## config.mk

```make
export PLATFORM = sky130hd
export DESIGN_NAME = spi_rate_gen
export DESIGN_NICKNAME = d
export VERILOG_FILES = /design/src/rtl/spi_rate_pkg.sv /design/src/rtl/spi_rate_decode.sv /design/src/rtl/spi_rate_half_timer.sv /design/src/rtl/spi_rate_seq.sv /design/src/rtl/spi_rate_gen.sv
export SDC_FILE = /design/constraint.sdc
export NUM_CORES = 1
export LEC_CHECK = 0
export BUFFER_PORTS_ARGS = -buffer_cell sky130_fd_sc_hd__buf_2
export CORE_MARGIN = 2
export CORE_UTILIZATION = 58
export DETAILED_ROUTE_END_ITERATION = 7
export MAX_ROUTING_LAYER = met4
export PLACE_DENSITY_LB_ADDON = 0.05
export SYNTH_ARGS = -nofsm -noshare
export SYNTH_HDL_FRONTEND = slang
export SYNTH_SLANG_ARGS = --single-unit
```

## constraint.sdc

```tcl
create_clock -name clk -period 6 [get_ports clk]
set_input_delay 0.6 -clock clk [delete_from_list [all_inputs] [get_ports clk]]
set_output_delay 0.6 -clock clk [all_outputs]
set_load 0.005 [all_outputs]
```

## src/rtl/spi_rate_pkg.sv

```systemverilog
package spi_rate_pkg;

    localparam int PRESC_SEL_W = 2;
    localparam int SCALE_SEL_W = 4;
    localparam int MAX_PERIOD  = 7 * 32768;
    localparam int PERIOD_W    = $clog2(MAX_PERIOD + 1);

    typedef logic [PERIOD_W-1:0] period_t;

    typedef struct packed {
        logic [PRESC_SEL_W-1:0] presc;
        logic [SCALE_SEL_W-1:0] scale;
        logic                   dbl;
        logic                   cpol;
    } rate_cfg_t;

    typedef enum logic [1:0] {
        ST_IDLE  = 2'd0,
        ST_LEAD  = 2'd1,
        ST_TRAIL = 2'd2
    } seq_state_t;

    function automatic logic [2:0] presc_div(input logic [PRESC_SEL_W-1:0] code);
        logic [2:0] d;
        case (code)
            2'd0:    d = 3'd2;
            2'd1:    d = 3'd3;
            2'd2:    d = 3'd5;
            default: d = 3'd7;
        endcase
        return d;
    endfunction

    function automatic logic [15:0] scale_div(input logic [SCALE_SEL_W-1:0] code);
        logic [15:0] d;
        if (code < 4'd4) d = 16'({code, 1'b0}) + 16'd2;
        else             d = 16'd1 << code;
        return d;
    endfunction

    function automatic period_t period_of(input rate_cfg_t cfg);
        period_t prod;
        prod = period_t'(presc_div(cfg.presc)) * period_t'(scale_div(cfg.scale));
        return cfg.dbl ? (prod >> 1) : prod;
    endfunction

endpackage

```

## src/rtl/spi_rate_decode.sv

```systemverilog
module spi_rate_decode
    import spi_rate_pkg::*;
(
    input  rate_cfg_t cfg_i,
    output period_t   lead_len_o,
    output period_t   trail_len_o
);
    period_t full_len;
    period_t high_len;
    period_t low_len;

    always_comb begin
        full_len = period_of(cfg_i);
        high_len = (full_len + period_t'(1)) >> 1;
        low_len  = full_len >> 1;
        // the half spent at the active level follows the leading edge
        if (cfg_i.cpol) begin
            lead_len_o  = low_len;
            trail_len_o = high_len;
        end else begin
            lead_len_o  = high_len;
            trail_len_o = low_len;
        end
    end
endmodule

```

## src/rtl/spi_rate_half_timer.sv

```systemverilog
module spi_rate_half_timer #(
    parameter int W = 18
) (
    input  logic         clk,
    input  logic         rst,
    input  logic         load_i,
    input  logic [W-1:0] len_i,
    output logic         expire_o
);
    logic [W-1:0] cnt_q;

    always_ff @(posedge clk) begin
        if (rst)                cnt_q <= '0;
        else if (load_i)        cnt_q <= len_i - W'(1);
        else if (cnt_q != '0)   cnt_q <= cnt_q - W'(1);
    end

    assign expire_o = (cnt_q == '0);
endmodule

```

## src/rtl/spi_rate_seq.sv

```systemverilog
module spi_rate_seq
    import spi_rate_pkg::*;
(
    input  logic clk,
    input  logic rst,
    input  logic run_i,
    input  logic expire_i,
    input  logic cpol_live_i,
    input  logic cpol_held_i,
    output logic start_o,
    output logic load_o,
    output logic use_trail_len_o,
    output logic busy_o,
    output logic sck_o,
    output logic lead_o,
    output logic trail_o
);
    seq_state_t st_q, st_d;
    logic sck_q, sck_d, lead_q, lead_d, trail_q, trail_d;

    always_comb begin
        st_d    = st_q;
        sck_d   = sck_q;
        lead_d  = 1'b0;
        trail_d = 1'b0;
        start_o = 1'b0;
        load_o  = 1'b0;
        case (st_q)
            ST_IDLE: begin
                sck_d = cpol_live_i;
                if (run_i) begin
                    start_o = 1'b1;
                    load_o  = 1'b1;
                    st_d    = ST_LEAD;
                    sck_d   = ~cpol_live_i;
                    lead_d  = 1'b1;
                end
            end
            ST_LEAD: begin
                if (expire_i) begin
                    load_o  = 1'b1;
                    st_d    = ST_TRAIL;
                    sck_d   = cpol_held_i;
                    trail_d = 1'b1;
                end
            end
            ST_TRAIL: begin
                if (expire_i) begin
                    if (run_i) begin
                        load_o = 1'b1;
                        st_d   = ST_LEAD;
                        sck_d  = ~cpol_held_i;
                        lead_d = 1'b1;
                    end else begin
                        st_d = ST_IDLE;
                    end
                end
            end
            default: st_d = ST_IDLE;
        endcase
    end

    always_ff @(posedge clk) begin
        if (rst) begin
            st_q    <= ST_IDLE;
            sck_q   <= cpol_live_i;
            lead_q  <= 1'b0;
            trail_q <= 1'b0;
        end else begin
            st_q    <= st_d;
            sck_q   <= sck_d;
            lead_q  <= lead_d;
            trail_q <= trail_d;
        end
    end

    assign use_trail_len_o = (st_q == ST_LEAD);
    assign busy_o          = (st_q != ST_IDLE);
    assign sck_o           = sck_q;
    assign lead_o          = lead_q;
    assign trail_o         = trail_q;
endmodule

```

## src/rtl/spi_rate_gen.sv

```systemverilog
module spi_rate_gen
    import spi_rate_pkg::*;
(
    input  logic                   clk,
    input  logic                   rst,
    input  logic [PRESC_SEL_W-1:0] presc_sel_i,
    input  logic [SCALE_SEL_W-1:0] scale_sel_i,
    input  logic                   dbl_rate_i,
    input  logic                   run_i,
    input  logic                   cpol_i,
    output logic                   sck_o,
    output logic                   lead_o,
    output logic                   trail_o
);
    rate_cfg_t cfg_live, cfg_q, cfg_use;
    period_t   lead_len, trail_len, load_len;
    logic      start, load, use_trail_len, busy, expire;

    assign cfg_live = '{presc: presc_sel_i, scale: scale_sel_i,
                        dbl: dbl_rate_i, cpol: cpol_i};

    always_ff @(posedge clk) begin
        if (rst)        cfg_q <= '0;
        else if (start) cfg_q <= cfg_live;
    end

    // at a start the fresh fields size the first half directly
    assign cfg_use  = start ? cfg_live : cfg_q;
    assign load_len = use_trail_len ? trail_len : lead_len;

    spi_rate_decode u_decode (
        .cfg_i       (cfg_use),
        .lead_len_o  (lead_len),
        .trail_len_o (trail_len)
    );

    spi_rate_half_timer #(.W(PERIOD_W)) u_timer (
        .clk      (clk),
        .rst      (rst),
        .load_i   (load),
        .len_i    (load_len),
        .expire_o (expire)
    );

    spi_rate_seq u_seq (
        .clk             (clk),
        .rst             (rst),
        .run_i           (run_i),
        .expire_i        (expire),
        .cpol_live_i     (cpol_i),
        .cpol_held_i     (cfg_q.cpol),
        .start_o         (start),
        .load_o          (load),
        .use_trail_len_o (use_trail_len),
        .busy_o          (busy),
        .sck_o           (sck_o),
        .lead_o          (lead_o),
        .trail_o         (trail_o)
    );
endmodule

```

After elaboration in Yosys (flattened, before gate mapping). Index checks and enable logic that the tools add are counted.

Register bits: 31. Input port bits: 11. Logic and storage cells: 64.

Mux-type cells: 26. $add $sub $neg: 4. Reduce and logical (&&, ||, !) cells: 9. $lt $le $gt $ge: 1. Shift-type cells: 1. Equality and inequality tests: 10. Bitwise logic cells: 3. Multipliers: 1.

Operators by type and width (count): 18-bit 2-to-1 mux (4); 18-bit by 1-bit subtractor with 18-bit output, second input constant (2); 17-bit 2-to-1 mux (2); 18-bit by 1-bit adder with 18-bit output, second input constant (1); 18-bit logical NOT (1); 3-bit by 16-bit multiplier with 18-bit output (1); 18-bit nonzero test (1); 16-bit 2-to-1 mux (1); 1-bit by 4-bit left shift with 16-bit output, first input constant (1); 1-bit 2-to-1 mux (10); 3-bit one-hot mux with 3 select lines (1); 8-bit 2-to-1 mux (1); 5-bit by 2-bit adder with 6-bit output, second input constant (1); 2-bit 2-to-1 mux (3); 3-bit inequality test, second input constant (2); 1-bit one-hot mux with 3 select lines (2); 2-bit one-hot mux with 3 select lines (1); 2-bit by 1-bit == test with 1-bit output, second input constant (2); 2-bit == test, second input constant (2); 2-bit logical NOT (2); 4-bit by 3-bit less-than comparator with 1-bit output, second input constant (1); 2-bit inequality test, second input constant (2); 4-bit AND reduction (1); 4-bit nonzero test (1); 7 further kinds (9).

Longest topological paths before layout.
Depth after elaboration: 12. Mapped depth: 27.

Hierarchy. From an unflattened synthesis, not the netlist that was laid out.

Cell total of the unflattened synthesis: 603. Area, all modules: 4853.4 µm².

Modules (own cells, without submodules): spi_rate_decode (area each 2702.6 µm², cells each 385, instances 1); spi_rate_half_timer (area each 1193.6 µm², cells each 130, instances 1); spi_rate_gen (area each 566.8 µm², cells each 45, instances 1); spi_rate_seq (area each 390.4 µm², cells each 43, instances 1).

Worst setup path after synthesis. No wires, ideal clock.

Kind: reg-to-reg. Start point: reg u_seq.st_q[1]. End point: reg u_timer.cnt_q[17]. Setup slack: -0.217 ns. Data arrival time: 6.094 ns. Setup time: 0.123 ns. Clock period less this slack: 6.217 ns. Path buffers: 2. Cell stages (with the launch flop): 26. Cell sequence: dfxtp_1 -> inv_1 -> ha_1 -> buf_2 -> and2_1 -> buf_2 -> mux2i_1 -> nor2_1 -> ha_1 -> nor2_1 -> a21oi_1 -> nor2_1 -> nand2_1 -> fa_1 -> fa_1 -> nand2b_1 -> a21oi_2 -> xor2_1 -> a21boi_1 -> nor3_4 -> nand3_2 -> o31ai_1 -> o21ai_1 -> or4_4 -> nor4b_2 -> mux2_1.

Word-level cells in the longest chain between the ends: 12. Elaborated cells between the ends (all ways): 23. Those cells by class: 3 x add/sub; 1 x mul; 1 x order compare; 4 x eq/ne; 1 x shift; 10 x mux; 3 x reduce/logical.

RTL lines: start: declaration (RTL line spi_rate_seq.sv:18) `seq_state_t st_q, st_d;`; start signal: assignment (RTL line spi_rate_seq.sv:70) `st_q <= st_d;`; 2-bit logical NOT (RTL line spi_rate_seq.sv:28) `case (st_q)`; 1-bit 2-to-1 mux (RTL line spi_rate_seq.sv:28); 8-bit 2-to-1 mux; 5-bit by 2-bit adder with 6-bit output (tied with other cells) (RTL line spi_rate_pkg.sv:36) `if (code < 4'd4) d = 16'({code, 1'b0}) + 16'd2;`; 16-bit 2-to-1 mux or 3-bit one-hot mux with 3 select lines (tied branches) (RTL line spi_rate_pkg.sv:36, spi_rate_pkg.sv:25); 3-bit by 16-bit multiplier with 18-bit output (RTL line spi_rate_pkg.sv:43) `prod = period_t'(presc_div(cfg.presc)) * period_t'(scale_div(cfg.scale));`; 18-bit 2-to-1 mux (RTL line spi_rate_pkg.sv:44) `return cfg.dbl ? (prod >> 1) : prod;`; 18-bit by 1-bit adder with 18-bit output (RTL line spi_rate_decode.sv:14) `high_len = (full_len + period_t'(1)) >> 1;`; 17-bit 2-to-1 mux (RTL line spi_rate_decode.sv:17) `if (cfg_i.cpol) begin`; 18-bit 2-to-1 mux (RTL line spi_rate_gen.sv:29) `assign load_len = use_trail_len ? trail_len : lead_len;`; 18-bit by 1-bit subtractor with 18-bit output (RTL line spi_rate_half_timer.sv:14) `else if (load_i) cnt_q <= len_i - W'(1);`; 18-bit 2-to-1 mux (RTL line spi_rate_half_timer.sv:14); end signal: assignment (RTL line spi_rate_half_timer.sv:14); end signal: assignment (RTL line spi_rate_half_timer.sv:15) `else if (cnt_q != '0) cnt_q <= cnt_q - W'(1);`; end: declaration (RTL line spi_rate_half_timer.sv:10) `logic [W-1:0] cnt_q;`.

Parallel ways exist; a longest one is shown, timed or not. A chain may end at the register's enable or synchronous reset.

Final worst setup path.
Start point: reg u_seq.st_q[0]. End point: reg u_timer.cnt_q[17].

Same word-level chain as after synthesis.

==> results <==
- The count of nets left with antenna violations once routing finished came out at 0.
- The remaining global-route overflow is 0.
- In this run the cell area of the synthesized design comes to 4360 µm².
- The synthesized netlist devotes 24.4% of its cell area to compound gates.
- Power spread over the standard cell area amounts to 303 nW/µm².
- In this run the number of H-tree levels came out at 2.
- The first-iteration detailed-routing DRC count is ~290.
- The overall routing resource usage is 28.5%.
- The first-pass GRT wire length is 19200 µm.
- The cell sitting at the root of the clock tree is a clkbuf_8.
- After Yosys synthesis, XOR and XNOR cells account for 5.00% of the synthesized area.
- The flip-flop and latch count after synthesis is 31.
- The dominant combinational cell family by area after synthesis is simple AND/OR/NAND/NOR gates.
- The largest total area in the synthesized netlist belongs to dfxtp_1.
- The number of nets handed over by synthesis was 637.
- The count of mapped cells out of synthesis is 587.
- The worst slew slack as a fraction of its limit is 37.7%.
- Counting instances in the post-synthesis netlist gives the leading cell types as nor2_1 (75), nand2_1 (66), dfxtp_1 (30).
- The mux share of post-synthesis cell area is roughly 4.9%.
- The starting density of the core is 60.1%.
- The distinct cell type count of the synthesized netlist is a little under 90.
- The number of endpoints with negative hold slack in the final report is 0.
- The number of warnings reported in the yosys synthesis log is 0.
- The repair_antennas step left the layout with diodes totalling 0.
- Across the run, the number of max-cap violations was 0.
- Before CTS, the worst setup slack after placement is -0.126 ns.
- Summing the areas of all and, or, nand and nor instances in the mapped netlist gives 32.4% of the synthesized area.
- The number of vias per cell after detailed routing is 6.00.
- The remaining design rule violation count is 0.
- The number of top-level pins is 14.
- The maximum count of clock buffers along a single path is 2.
- The arrival time of the worst setup path is 5.94 ns.
- Based on the critical path, the design can be clocked at up to 173 MHz.
- The area of the core is between 7000 and 8000 µm².
- The net count of the finished layout is 684.
- The share of the synthesized area in the top cell type is between 10% and 20%.
- After detailed placement, the design holds a cell count of 724.
- TritonCTS built the clock tree.
- The most instantiated library cell after synthesis is nor2_1.
- The routability congestion estimate is a little over 0.9.
- Once routing completed, OpenROAD measured the worst setup slack at around 0.24 ns.
- Summing over every cut layer, the via total after detailed routing is 4406.
- The total count of max-transition violations in the final report was 0.
- The peak supply drop is approximately 0.18 mV.
- The worst clock skew is around 0.012 ns.
- The shortest clock period the worst path allows after layout is 5.76 ns.
- The sort of element at the start of the critical path is a register.
- The final critical path takes up between 90 and 100% of the cycle.
- The final layout contains routed wiring with a total length of between 10000 and 15000 µm.
- The number of clock buffers inserted by TritonCTS is 5.
- The flow ran to the end, and the final reports show no timing, DRC or antenna violations.
- The leakage power total is ~2.1 nW.
- After detailed routing, the average wire length per cell comes to 15.4 µm.
- The number of buffers added on ports is 13.
- The die outline height is 90.7 µm.
- Clock latency on the worst-skew pair, taken at its later pin, is 0.29 ns.
- From left edge to right edge, the die measures 90.7 µm.
- Setup violations remaining at the end of the flow were counted as 0.
- The critical path capture point type is a register.
- For the pin with the worst max-slew slack, the measured transition is 0.934 ns.
- The maximum number of pins on one net before global-route repair is 31.
- In the synthesized netlist the dominant register cell turns out to be dfxtp_1.
- The iteration count of the initial detailed-routing pass is 5.
- The class of the tightest hold or removal check is reg2reg.
- Adding up every negative setup slack in the final design gives 0 ns.
- The number of antenna violations at the first check in global routing was 0.
- After synthesis, the cell types taking the most area are dfxtp_1 (14%), fa_1 (6.9%), ha_1 (6.9%).
- Once detailed placement completed, the half-perimeter wirelength came to 8950 µm.
- Summing the areas of all fa, ha and maj instances in the mapped netlist gives ~14% of the synthesized area.
- Of all nets on the critical path, the largest fanout is 5.
- The endpoint required time on the critical path is 6.18 ns.
- The count of cells in the finished layout, fillers not included, comes to roughly 730.
- The via count of the first global-routing pass is about 4.2k.
- The count of clock tree sinks is 31.
- The floorplan die area is 8220 µm².
- The fraction of registers with async set/reset is 0%.
- From synthesis to final layout, the design area changed by 17.5%.
- The average size of a mapped cell is around 7.4 µm².
- In this run the core area contains 31 standard-cell rows.
- Yosys mapped a number of flops with a built-in enable equal to 1.
- The clock-pin transition on the worst setup and hold timing paths is 0.08 ns.
- Of the cells placed in the final design, the portion with a size suffix greater than 1 is a little over a fifth.
- The critical path is of the reg2reg type.
- After synthesis, flip-flops and latches occupy between 10 and 15% of the total area.
[critical path: stages, from the launching register on]
cell and delay [ns]:
dfxtp_1 0.33, inv_1 0.09, ha_1 0.20, and2_4 0.21, mux2_2 0.36, inv_2 0.06
ha_1 0.22, nor2_1 0.10, a21oi_1 0.06, nor2_2 0.15, nand2_1 0.10, fa_1 0.49
fa_2 0.39, nand2b_4 0.19, a2111oi_4 0.43, nor2_1 0.13, mux2i_1 0.19, o31a_1 0.17
buf_4 0.12, nand3_2 0.12, o31ai_2 0.27, o21ai_1 0.11, or4_4 0.56, nor4b_4 0.27
mux2_1 0.33
[sequential cells by signal, indices dropped and copies added (netlist names)]
signal,flops
cfg_q,8
u_seq.sck_o,1
u_seq.st_q,2
u_timer.cnt_q,18
u_seq.lead_o,1
u_seq.trail_o,1
[metrics by stage]
| stage | hold WS (ns) | util (%) | total power [mW] | cell area [µm²] |
|---|---|---|---|---|
| after global placement | 0.490 | 66.8 | 1.25 | 4840 |
| after floorplan | 0.474 | - | 1.02 | 4390 |
| final | 0.541 | 70.6 | 1.55 | 5120 |
| after detailed placement | 0.537 | 66.8 | 1.28 | 4840 |
| after CTS | 0.547 | 68.4 | 1.49 | 4960 |
| after global routing | 0.563 | 70.6 | 1.67 | 5120 |
[report_power, final]
part / internal [mW] / switching [mW] / leakage (nW)
logic: 0.437 / 0.619 / 1.82
registers: 0.259 / 0.0340 / 0.256
clock network: 0.118 / 0.0854 / 0.0594
total: 0.814 / 0.738 / 2.14
[cell type report]
type	count	area, µm²
Multi-Input combinational cell	503	3690
Timing Repair Buffer	65	455
Sequential cell	31	631
Clock buffer	7	108
Clock inverter	1	5.00
Tap cell	99	124
Inverter	28	105
Fill cell	610	2130
[cells by family after synthesis]
kind of cell             after synthesis
flip-flops                            31
AND/OR/NAND/NOR                      272
buffers and inverters                 53
multiplexers                          20
AO/OA/AOI/OAI                        146
other                                  2
XOR/XNOR                              24
adder cells (fa/ha/maj)               39
[cells in the final DEF, fill, tap and decap left out, types with 15 or more instances in the layout]
| cell type | instances |
|---|---|
| buf_4 | 52 |
| inv_1 | 26 |
| nand3_1 | 19 |
| nand2_1 | 66 |
| dfxtp_1 | 30 |
| o21ai_0 | 21 |
| a21oi_1 | 28 |
| ha_1 | 22 |
| nor3_1 | 15 |
| nor2_1 | 69 |
[per-layer routing]
| metal | global-route usage (%) | part of all wire, % | vias to the layer above |
|---|---|---|---|
| met5 | - | 0 | - |
| li1 | - | - | 2224 |
| met1 | 36.3 | 47 | 2066 |
| met3 | 2.92 | 3.0 | 21 |
| met2 | 47.9 | 48 | 95 |
| met4 | 8.21 | 2.3 | 0 |
[worst paths after layout]
| check | slack [ns] | startpoint | cells past startpoint | to |
|---|---|---|---|---|
| max | 0.24 | u_seq.st_q[0]$_SDFFE_PP0P_ | 24 | u_timer.cnt_q[17]$_SDFFE_PP0P_ |
| min | 0.54 | u_timer.cnt_q[4]$_SDFFE_PP0P_ | 2 | u_timer.cnt_q[4]$_SDFFE_PP0P_ |
| max reg2reg | 0.24 | u_seq.st_q[0]$_SDFFE_PP0P_ | 24 | u_timer.cnt_q[17]$_SDFFE_PP0P_ |
| min reg2reg | 0.54 | u_timer.cnt_q[4]$_SDFFE_PP0P_ | 2 | u_timer.cnt_q[4]$_SDFFE_PP0P_ |
[timing repair]
item,CTS,global route
gates resized for setup,2,28
setup buffers,0,2
pin swaps,0,10
setup endpoints to repair,1,7
hold buffers,0,0
hold endpoints to repair,0,0
No activity file was read; power rests on OpenSTA's default activity.
